===== config.mk =====
export PLATFORM = sky130hd
export DESIGN_NAME = irq_vec_ctl
export DESIGN_NICKNAME = d
export VERILOG_FILES = /design/src/rtl/irq_vec_pkg.sv /design/src/rtl/irq_edge_sync.sv /design/src/rtl/irq_ctrl_reg.sv /design/src/rtl/irq_arbiter.sv /design/src/rtl/irq_vec_ctl.sv
export SDC_FILE = /design/constraint.sdc
export NUM_CORES = 1
export LEC_CHECK = 0
export BUFFER_PORTS_ARGS = -buffer_cell sky130_fd_sc_hd__buf_4
export CORE_MARGIN = 10
export CORE_UTILIZATION = 35
export CTS_BUF_LIST = sky130_fd_sc_hd__clkbuf_4
export CTS_CLUSTER_DIAMETER = 30
export DETAILED_ROUTE_END_ITERATION = 8
export PLACE_DENSITY = 0.72
export SETUP_SLACK_MARGIN = 0.4
export SLEW_MARGIN = 20
export SYNTH_ARGS = -nofsm -noshare
export SYNTH_HDL_FRONTEND = slang
export SYNTH_SLANG_ARGS = --single-unit

===== constraint.sdc =====
create_clock -name clk -period 1.6 [get_ports clk]
set_clock_uncertainty 0.1 [all_clocks]
set_input_delay 0.32 -clock clk [delete_from_list [all_inputs] [get_ports clk]]
set_output_delay 0.32 -clock clk [all_outputs]
set_load 0.02 [all_outputs]

===== src/rtl/irq_vec_pkg.sv =====
package irq_vec_pkg;
  localparam int          DW         = 8;
  localparam logic [7:0]  CTRL_ADDR  = 8'h0B;
  localparam int          B_MASTER   = 0;
  localparam int          B_EN_EXT   = 1;
  localparam int          B_EN_TMR   = 2;
  localparam int          B_FL_EXT   = 4;
  localparam int          B_FL_TMR   = 5;
  localparam logic [7:0]  VEC_EXT    = 8'h04;
  localparam logic [7:0]  VEC_TMR    = 8'h08;

  typedef struct packed {
    logic fl_tmr;
    logic fl_ext;
    logic en_tmr;
    logic en_ext;
    logic master;
  } ctrl_t;
endpackage


===== src/rtl/irq_edge_sync.sv =====
module irq_edge_sync #(
  parameter int STAGES = 2
) (
  input  logic clk,
  input  logic rst_n,
  input  logic din_n,
  output logic fall
);
  localparam int W = STAGES + 1;

  logic [W-1:0] sh_q;
  logic [W-1:0] sh_d;

  always_comb begin
    sh_d = {sh_q[W-2:0], din_n};
  end

  always_ff @(posedge clk or negedge rst_n) begin
    if (!rst_n) sh_q <= '1;
    else        sh_q <= sh_d;
  end

  assign fall = sh_q[W-1] & ~sh_q[W-2];
endmodule


===== src/rtl/irq_ctrl_reg.sv =====
module irq_ctrl_reg
  import irq_vec_pkg::*;
(
  input  logic          clk,
  input  logic          rst_n,
  input  logic          wr_en,
  input  logic [DW-1:0] wdata,
  input  logic          set_ext,
  input  logic          set_tmr,
  input  logic          clr_ext,
  input  logic          clr_tmr,
  input  logic          set_master,
  input  logic          clr_master,
  output ctrl_t         st
);
  ctrl_t st_q, st_d;
  logic  ld;

  always_comb begin
    st_d = st_q;
    if (wr_en) begin
      st_d.master = wdata[B_MASTER];
      st_d.en_ext = wdata[B_EN_EXT];
      st_d.en_tmr = wdata[B_EN_TMR];
      st_d.fl_ext = wdata[B_FL_EXT];
      st_d.fl_tmr = wdata[B_FL_TMR];
    end
    if (set_master) st_d.master = 1'b1;
    if (clr_master) st_d.master = 1'b0;
    if (clr_ext)    st_d.fl_ext = 1'b0;
    if (clr_tmr)    st_d.fl_tmr = 1'b0;
    if (set_ext)    st_d.fl_ext = 1'b1;
    if (set_tmr)    st_d.fl_tmr = 1'b1;
  end

  assign ld = wr_en | set_ext | set_tmr | clr_ext | clr_tmr | set_master | clr_master;

  always_ff @(posedge clk or negedge rst_n) begin
    if (!rst_n)  st_q <= '0;
    else if (ld) st_q <= st_d;
  end

  assign st = st_q;


  tmr_set_chk: assert property (@(posedge clk) disable iff (!rst_n)
    set_tmr |=> st_q.fl_tmr);


  hw_wins_chk: assert property (@(posedge clk) disable iff (!rst_n)
    (set_ext && wr_en) |=> st_q.fl_ext);
endmodule


===== src/rtl/irq_arbiter.sv =====
module irq_arbiter
  import irq_vec_pkg::*;
(
  input  ctrl_t      st,
  input  logic       t2_edge,
  input  logic       stack_full,
  output logic       grant_ext,
  output logic       grant_tmr,
  output logic [7:0] grant_vec
);
  logic open_q;
  logic req_ext, req_tmr;

  always_comb begin
    open_q    = t2_edge & st.master & ~stack_full;
    req_ext   = st.fl_ext & st.en_ext;
    req_tmr   = st.fl_tmr & st.en_tmr;
    grant_ext = open_q & req_ext;
    grant_tmr = open_q & req_tmr & ~req_ext;
    grant_vec = grant_ext ? VEC_EXT : VEC_TMR;
  end
endmodule


===== src/rtl/irq_vec_ctl.sv =====
module irq_vec_ctl
  import irq_vec_pkg::*;
#(
  parameter int SYNC_STAGES = 2
) (
  input  logic          clk,
  input  logic          rst_n,
  input  logic          ext_int_n,
  input  logic          tmr_ovf,
  input  logic          t2_edge,
  input  logic          stack_full,
  input  logic          reti_exec,
  input  logic [7:0]    bus_addr,
  input  logic          bus_wr,
  input  logic [DW-1:0] bus_wdata,
  output logic [DW-1:0] bus_rdata,
  output logic          int_ack,
  output logic [7:0]    vector
);
  logic [1:0] rst_sh;
  logic       rst_i;

  always_ff @(posedge clk or negedge rst_n) begin
    if (!rst_n) rst_sh <= 2'b00;
    else        rst_sh <= {rst_sh[0], 1'b1};
  end
  assign rst_i = rst_sh[1];

  logic       ext_fall;
  ctrl_t      st;
  logic       g_ext, g_tmr, g_any;
  logic [7:0] g_vec;
  logic       sel;

  irq_edge_sync #(.STAGES(SYNC_STAGES)) u_sync (
    .clk(clk), .rst_n(rst_i), .din_n(ext_int_n), .fall(ext_fall));

  irq_arbiter u_arb (
    .st(st), .t2_edge(t2_edge), .stack_full(stack_full),
    .grant_ext(g_ext), .grant_tmr(g_tmr), .grant_vec(g_vec));

  assign sel   = (bus_addr == CTRL_ADDR);
  assign g_any = g_ext | g_tmr;

  irq_ctrl_reg u_reg (
    .clk(clk), .rst_n(rst_i),
    .wr_en(bus_wr & sel), .wdata(bus_wdata),
    .set_ext(ext_fall), .set_tmr(tmr_ovf),
    .clr_ext(g_ext), .clr_tmr(g_tmr),
    .set_master(reti_exec), .clr_master(g_any),
    .st(st));

  logic       ack_q, ack_d;
  logic [7:0] vec_q, vec_d;

  always_comb begin
    ack_d = g_any;
    vec_d = g_any ? g_vec : vec_q;
  end

  always_ff @(posedge clk or negedge rst_i) begin
    if (!rst_i) begin
      ack_q <= 1'b0;
      vec_q <= 8'h00;
    end else begin
      ack_q <= ack_d;
      if (g_any) vec_q <= vec_d;
    end
  end

  always_comb begin
    bus_rdata = '0;
    if (sel) begin
      bus_rdata[B_MASTER] = st.master;
      bus_rdata[B_EN_EXT] = st.en_ext;
      bus_rdata[B_EN_TMR] = st.en_tmr;
      bus_rdata[B_FL_EXT] = st.fl_ext;
      bus_rdata[B_FL_TMR] = st.fl_tmr;
    end
  end

  assign int_ack = ack_q;
  assign vector  = vec_q;


  ack_gate_chk: assert property (@(posedge clk) disable iff (!rst_i)
    int_ack |-> ($past(t2_edge) && !$past(stack_full)));


  ack_pulse_chk: assert property (@(posedge clk) disable iff (!rst_i)
    int_ack |=> !int_ack);


  ack_master_clr_chk: assert property (@(posedge clk) disable iff (!rst_i)
    int_ack |-> !st.master);


  prio_chk: assert property (@(posedge clk) disable iff (!rst_i)
    (int_ack && vector == VEC_TMR) |-> !$past(st.fl_ext && st.en_ext));


  rsvd_zero_chk: assert property (@(posedge clk) disable iff (!rst_i)
    (bus_rdata[3] == 1'b0) && (bus_rdata[7:6] == 2'b00));
endmodule


# Yosys cells after proc, flatten, opt, wreduce, memory -nomap -nowiden
# Cells that the tools add are included.
# totals
ff_bits	19
out_inout_bits	17
wordCells	46
# op_classes
n_eq_ne	1
mux	10
bitwise_logic	19
n_reduce_logical	7
# ops
cell	count
$and 1x1->1	9
$reduce_bool 3->1	3
$eq 8x4->1 const B	1
$reduce_and 2->1	4
$or 1x1->1	7
$mux 1	6
$mux 5	1
$mux 4	1
$mux 3	1
$not 1->1	3
$mux 2	1

# Logic depth before layout (Yosys ltp)
# depth
depth_word	9
ltp_mapped	5
ltp_nobuf	4

# Modules after synthesis
# A second synthesis with hierarchy kept.
# hier_totals
cells_unflattened	73
area_unflattened_um2	887.1
# by_module_without_submodules
module	n_inst	cells_each	area_each_um2	seq_area_each_um2
irq_vec_ctl	1	41	484.2	275.3
irq_ctrl_reg	1	15	220.2	125.1
irq_edge_sync	1	4	92.6	78.8
irq_arbiter	1	13	90.1	0.0

# Worst setup path after synthesis
# No wires, ideal clock.
# synth_path
kind	input to register
from	in bus_addr[7]
to	reg u_reg.st_q (netlist bit u_reg.st[0])
setup_ps	96
arrival_time_ps	1714
slack_ps	-310
stages	5
path_cell_list	or4b_1 or4_1 buf_2 nor3b_1 nor4_2
# synth_between
elab_chain_cells	9
# synth_lines
item	line_no	source
start: declaration	irq_vec_ctl.sv:13	input logic [7:0] bus_addr,
$eq 8x4->1 *	irq_vec_ctl.sv:42	assign sel = (bus_addr == CTRL_ADDR);
$and 1x1->1 *	irq_vec_ctl.sv:47	.wr_en(bus_wr & sel), .wdata(bus_wdata),
$or 1x1->1 (6 in a row)	irq_ctrl_reg.sv:36	assign ld = wr_en | set_ext | set_tmr | clr_ext | clr_tmr | set_master | clr_master;
$reduce_and 2->1 (no source line) *	n/a	
end signal: assignment	irq_ctrl_reg.sv:40	else if (ld) st_q <= st_d;
end: declaration	irq_ctrl_reg.sv:16	ctrl_t st_q, st_d;
# Every way passes the cells marked *; elsewhere a longest branch is shown, timed or not.
# A chain may end at the register's enable or synchronous reset.

# Final worst setup path
# layout_path
from	in bus_addr[7]
to	out bus_rdata[1]
# layout_between
elab_chain_cells	2
# layout_lines
item	line_no	source
$eq 8x4->1	irq_vec_ctl.sv:42	
$mux 3	irq_vec_ctl.sv:73	if (sel) begin
end: declaration	irq_vec_ctl.sv:16	output logic [DW-1:0] bus_rdata,
# No other way between the ends.

==> results.json <==
{
  "clkLatencyLatePin_ns": 0.27,
  "io_pins": 41,
  "crit_path_max_fanout": 5,
  "htreeDepth": 1,
  "drt_iter0_markers": 1,
  "power_leakage_nw": 0.479,
  "first_pass_iters": 6,
  "syn_area_um2": 613,
  "yosysWarnings": 0,
  "fmax_ghz": 0.531,
  "synthCells": 56,
  "vias": 468,
  "die-width_um": 61.9,
  "cp_common_cell": "buf_6",
  "place_congestion": 0.725,
  "finalCriticalPeriod_ns": 1.88,
  "crit_slowest_cell": "or4b_4",
  "synth.ff_latch_count": 13,
  "power.total_uw": 739,
  "dieArea_um2": 3830,
  "finalMaxSlewViolations": 0,
  "powerDensity_nw_per_um2": 801,
  "start_util_pct": 36.3,
  "final_cell_area_um2": 922,
  "violations": "negative setup slack",
  "finalCritPeriodShare_pct": 118,
  "hold_path.class": "in -> reg",
  "grt_setup_unrepaired": "true",
  "cts.reportedPaths.clkPinSlew_ns": 0.07,
  "grtUsageTotal_pct": 8.05,
  "wirelength_um": 1540,
  "maxCapViolations": 0,
  "peakVddDrop_mv": 0.836,
  "core_um2": 1690,
  "cts_tree": "built",
  "critPathArrivalTime_ns": 1.46,
  "fin_nets": 113,
  "hpwl_um": 1240,
  "fin_ws_ns": -0.282,
  "path_cells": "buf_6, or4b_4, nor3_2, buf_4, and2_4, buf_6",
  "yosysUniqueCellTypes": 23,
  "cts_buffers": 3,
  "worstPathRequired_ns": 1.18,
  "cts_root_buf": "clkbuf_4",
  "drc": 0,
  "fin_setup_tns_ns": -2.32,
  "dieHeight_um": 61.9,
  "outcome": "finished with violations",
  "synth_area_per_cell_um2": 10.9,
  "path_class": "in -> out",
  "vias_per_cell": 4.46,
  "ys_seq_area_share_pct": 53.7,
  "slowest_delay_ns": 0.53,
  "grt_pass1_vias": 494,
  "antenna_found_initial": 0,
  "setup_viol": 10,
  "syn2layout_area_growth_pct": 50.4,
  "grt_pass1_wl_um": 2210,
  "place_area_um2": 816,
  "cts_sinks": 13,
  "clockBufferDepth": 2,
  "worstSetupStartpointType": "input pin",
  "io_buffers": 28,
  "antenna_cells": 0,
  "cts_setup_buffers": 0,
  "drive_above_1_share_pct": 56.8,
  "num_rows": 15,
  "endpoint_kind": "output pin",
  "detail-route-antenna-nets": 0,
  "grt_max_degree": 12,
  "finalHoldViolations": 0,
  "wire_per_inst_um": 14.6,
  "overflow": 0
}
sequential cells by signal, indices dropped and copies added (netlist names):
signal,cells
int_ack,1
rst_sh,2
u_reg.st,5
u_sync.sh_q,3
vector,2
path summary, 6_finish.rpt:
path | start | to | slack (ns) | cells after the start
min | ext_int_n | u_sync.sh_q[0] | 0.06 | 1
max reg2reg | u_reg.st[0] | u_reg.st[0] | 0.43 | 4
min in group asynchronous | rst_sh[1] | u_reg.st[1] | 0.07 | 0
max in group asynchronous | rst_sh[1] | u_sync.sh_q[2] | 1.00 | 0
min reg2reg | rst_sh[1] | u_reg.st[1] | 0.07 | 0
max | bus_addr[7] | bus_rdata[1] | -0.28 | 6
kinds of logic (layout without fill, tap and decap cells):
logic type	after synthesis	count (layout)	synth area share (%)
AND/OR/NAND/NOR	22	22	21.6
flip-flops	13	13	53.7
buffers and inverters	12	36	13.1
multiplexers	4	4	6.94
AO/OA/AOI/OAI	3	3	3.47
other	2	10	1.22
cell usage in the layout, fill, tap and decap left out, types with 3 or more instances in the layout:
cell / n
and2_4: 5
buf_4: 18
buf_6: 11
clkbuf_4: 4
conb_1: 10
dfrtp_1: 10
dfstp_2: 3
nand2_1: 3
worst max-delay path, delay by kind of cell:
family                 cells  cell delay (ns)
AND/OR/NAND/NOR            3             0.79
buffers and inverters      3             0.35
per-stage QoR:
stage	instances	setup slack, ns	util (%)	hold slack (ns)
CTS	105	-0.304	53.8	0.0478
finish	105	-0.282	54.6	0.0587
global placement	100	-0.489	48.3	0.00298
floorplan	64	-0.310	-	-0.0756
detailed placement	100	-0.546	48.3	0.00362
global route	105	-0.324	54.6	0.0477
area by class of cell:
type,count,area (µm²)
clock buffer,4,30.0
fill,142,767
inverter,2,7.51
multi-input combinational,39,265
sequential,13,329
tap,17,21.3
timing repair buffer,30,269
per-layer routing:
metal	GRT usage, %	part of all wire (%)	up-vias
met1	7.09	33	220
met4	2.87	0	0
met2	15.5	56	18
met3	3.66	11	0
met5	0	0	-
li1	-	-	230
power breakdown:
| group | total, mW | switching (mW) | internal (mW) |
|---|---|---|---|
| clock | 0.209 | 0.0957 | 0.113 |
| combinational | 0.149 | 0.0700 | 0.0791 |
| sequential | 0.381 | 0.0227 | 0.358 |
| total | 0.739 | 0.188 | 0.550 |
repair_timing:
| item | CTS | global route |
|---|---|---|
| pin swaps | 5 | 3 |
| resized for setup | 17 | 5 |
| endpoints found under the hold margin | 2 | 0 |
| hold buffers | 1 | 0 |
| endpoints found under the setup margin | 13 | 16 |
synth_stat cells:
cell type	instances	area share [%]
conb_1	2	1.2
o22ai_1	1	1.0
nand2_1	3	1.8
nand3_1	1	0.82
inv_1	2	1.2
and4_1	1	1.4
dfrtp_1	10	41
or4_1	1	1.2
nor4_2	1	2.0
and2_1	5	5.1
nor3b_1	1	1.2
buf_4	9	11
or4b_1	1	1.6
or2_2	1	1.0
o21bai_1	1	1.2
mux2_2	2	3.7
a21o_1	1	1.2
nor2_1	3	1.8
dfstp_2	3	13
buf_2	1	0.82
nor3_1	3	2.4
nand2b_1	1	1.0
mux2i_1	2	3.3
No activity file was read; power rests on OpenSTA's default activity.
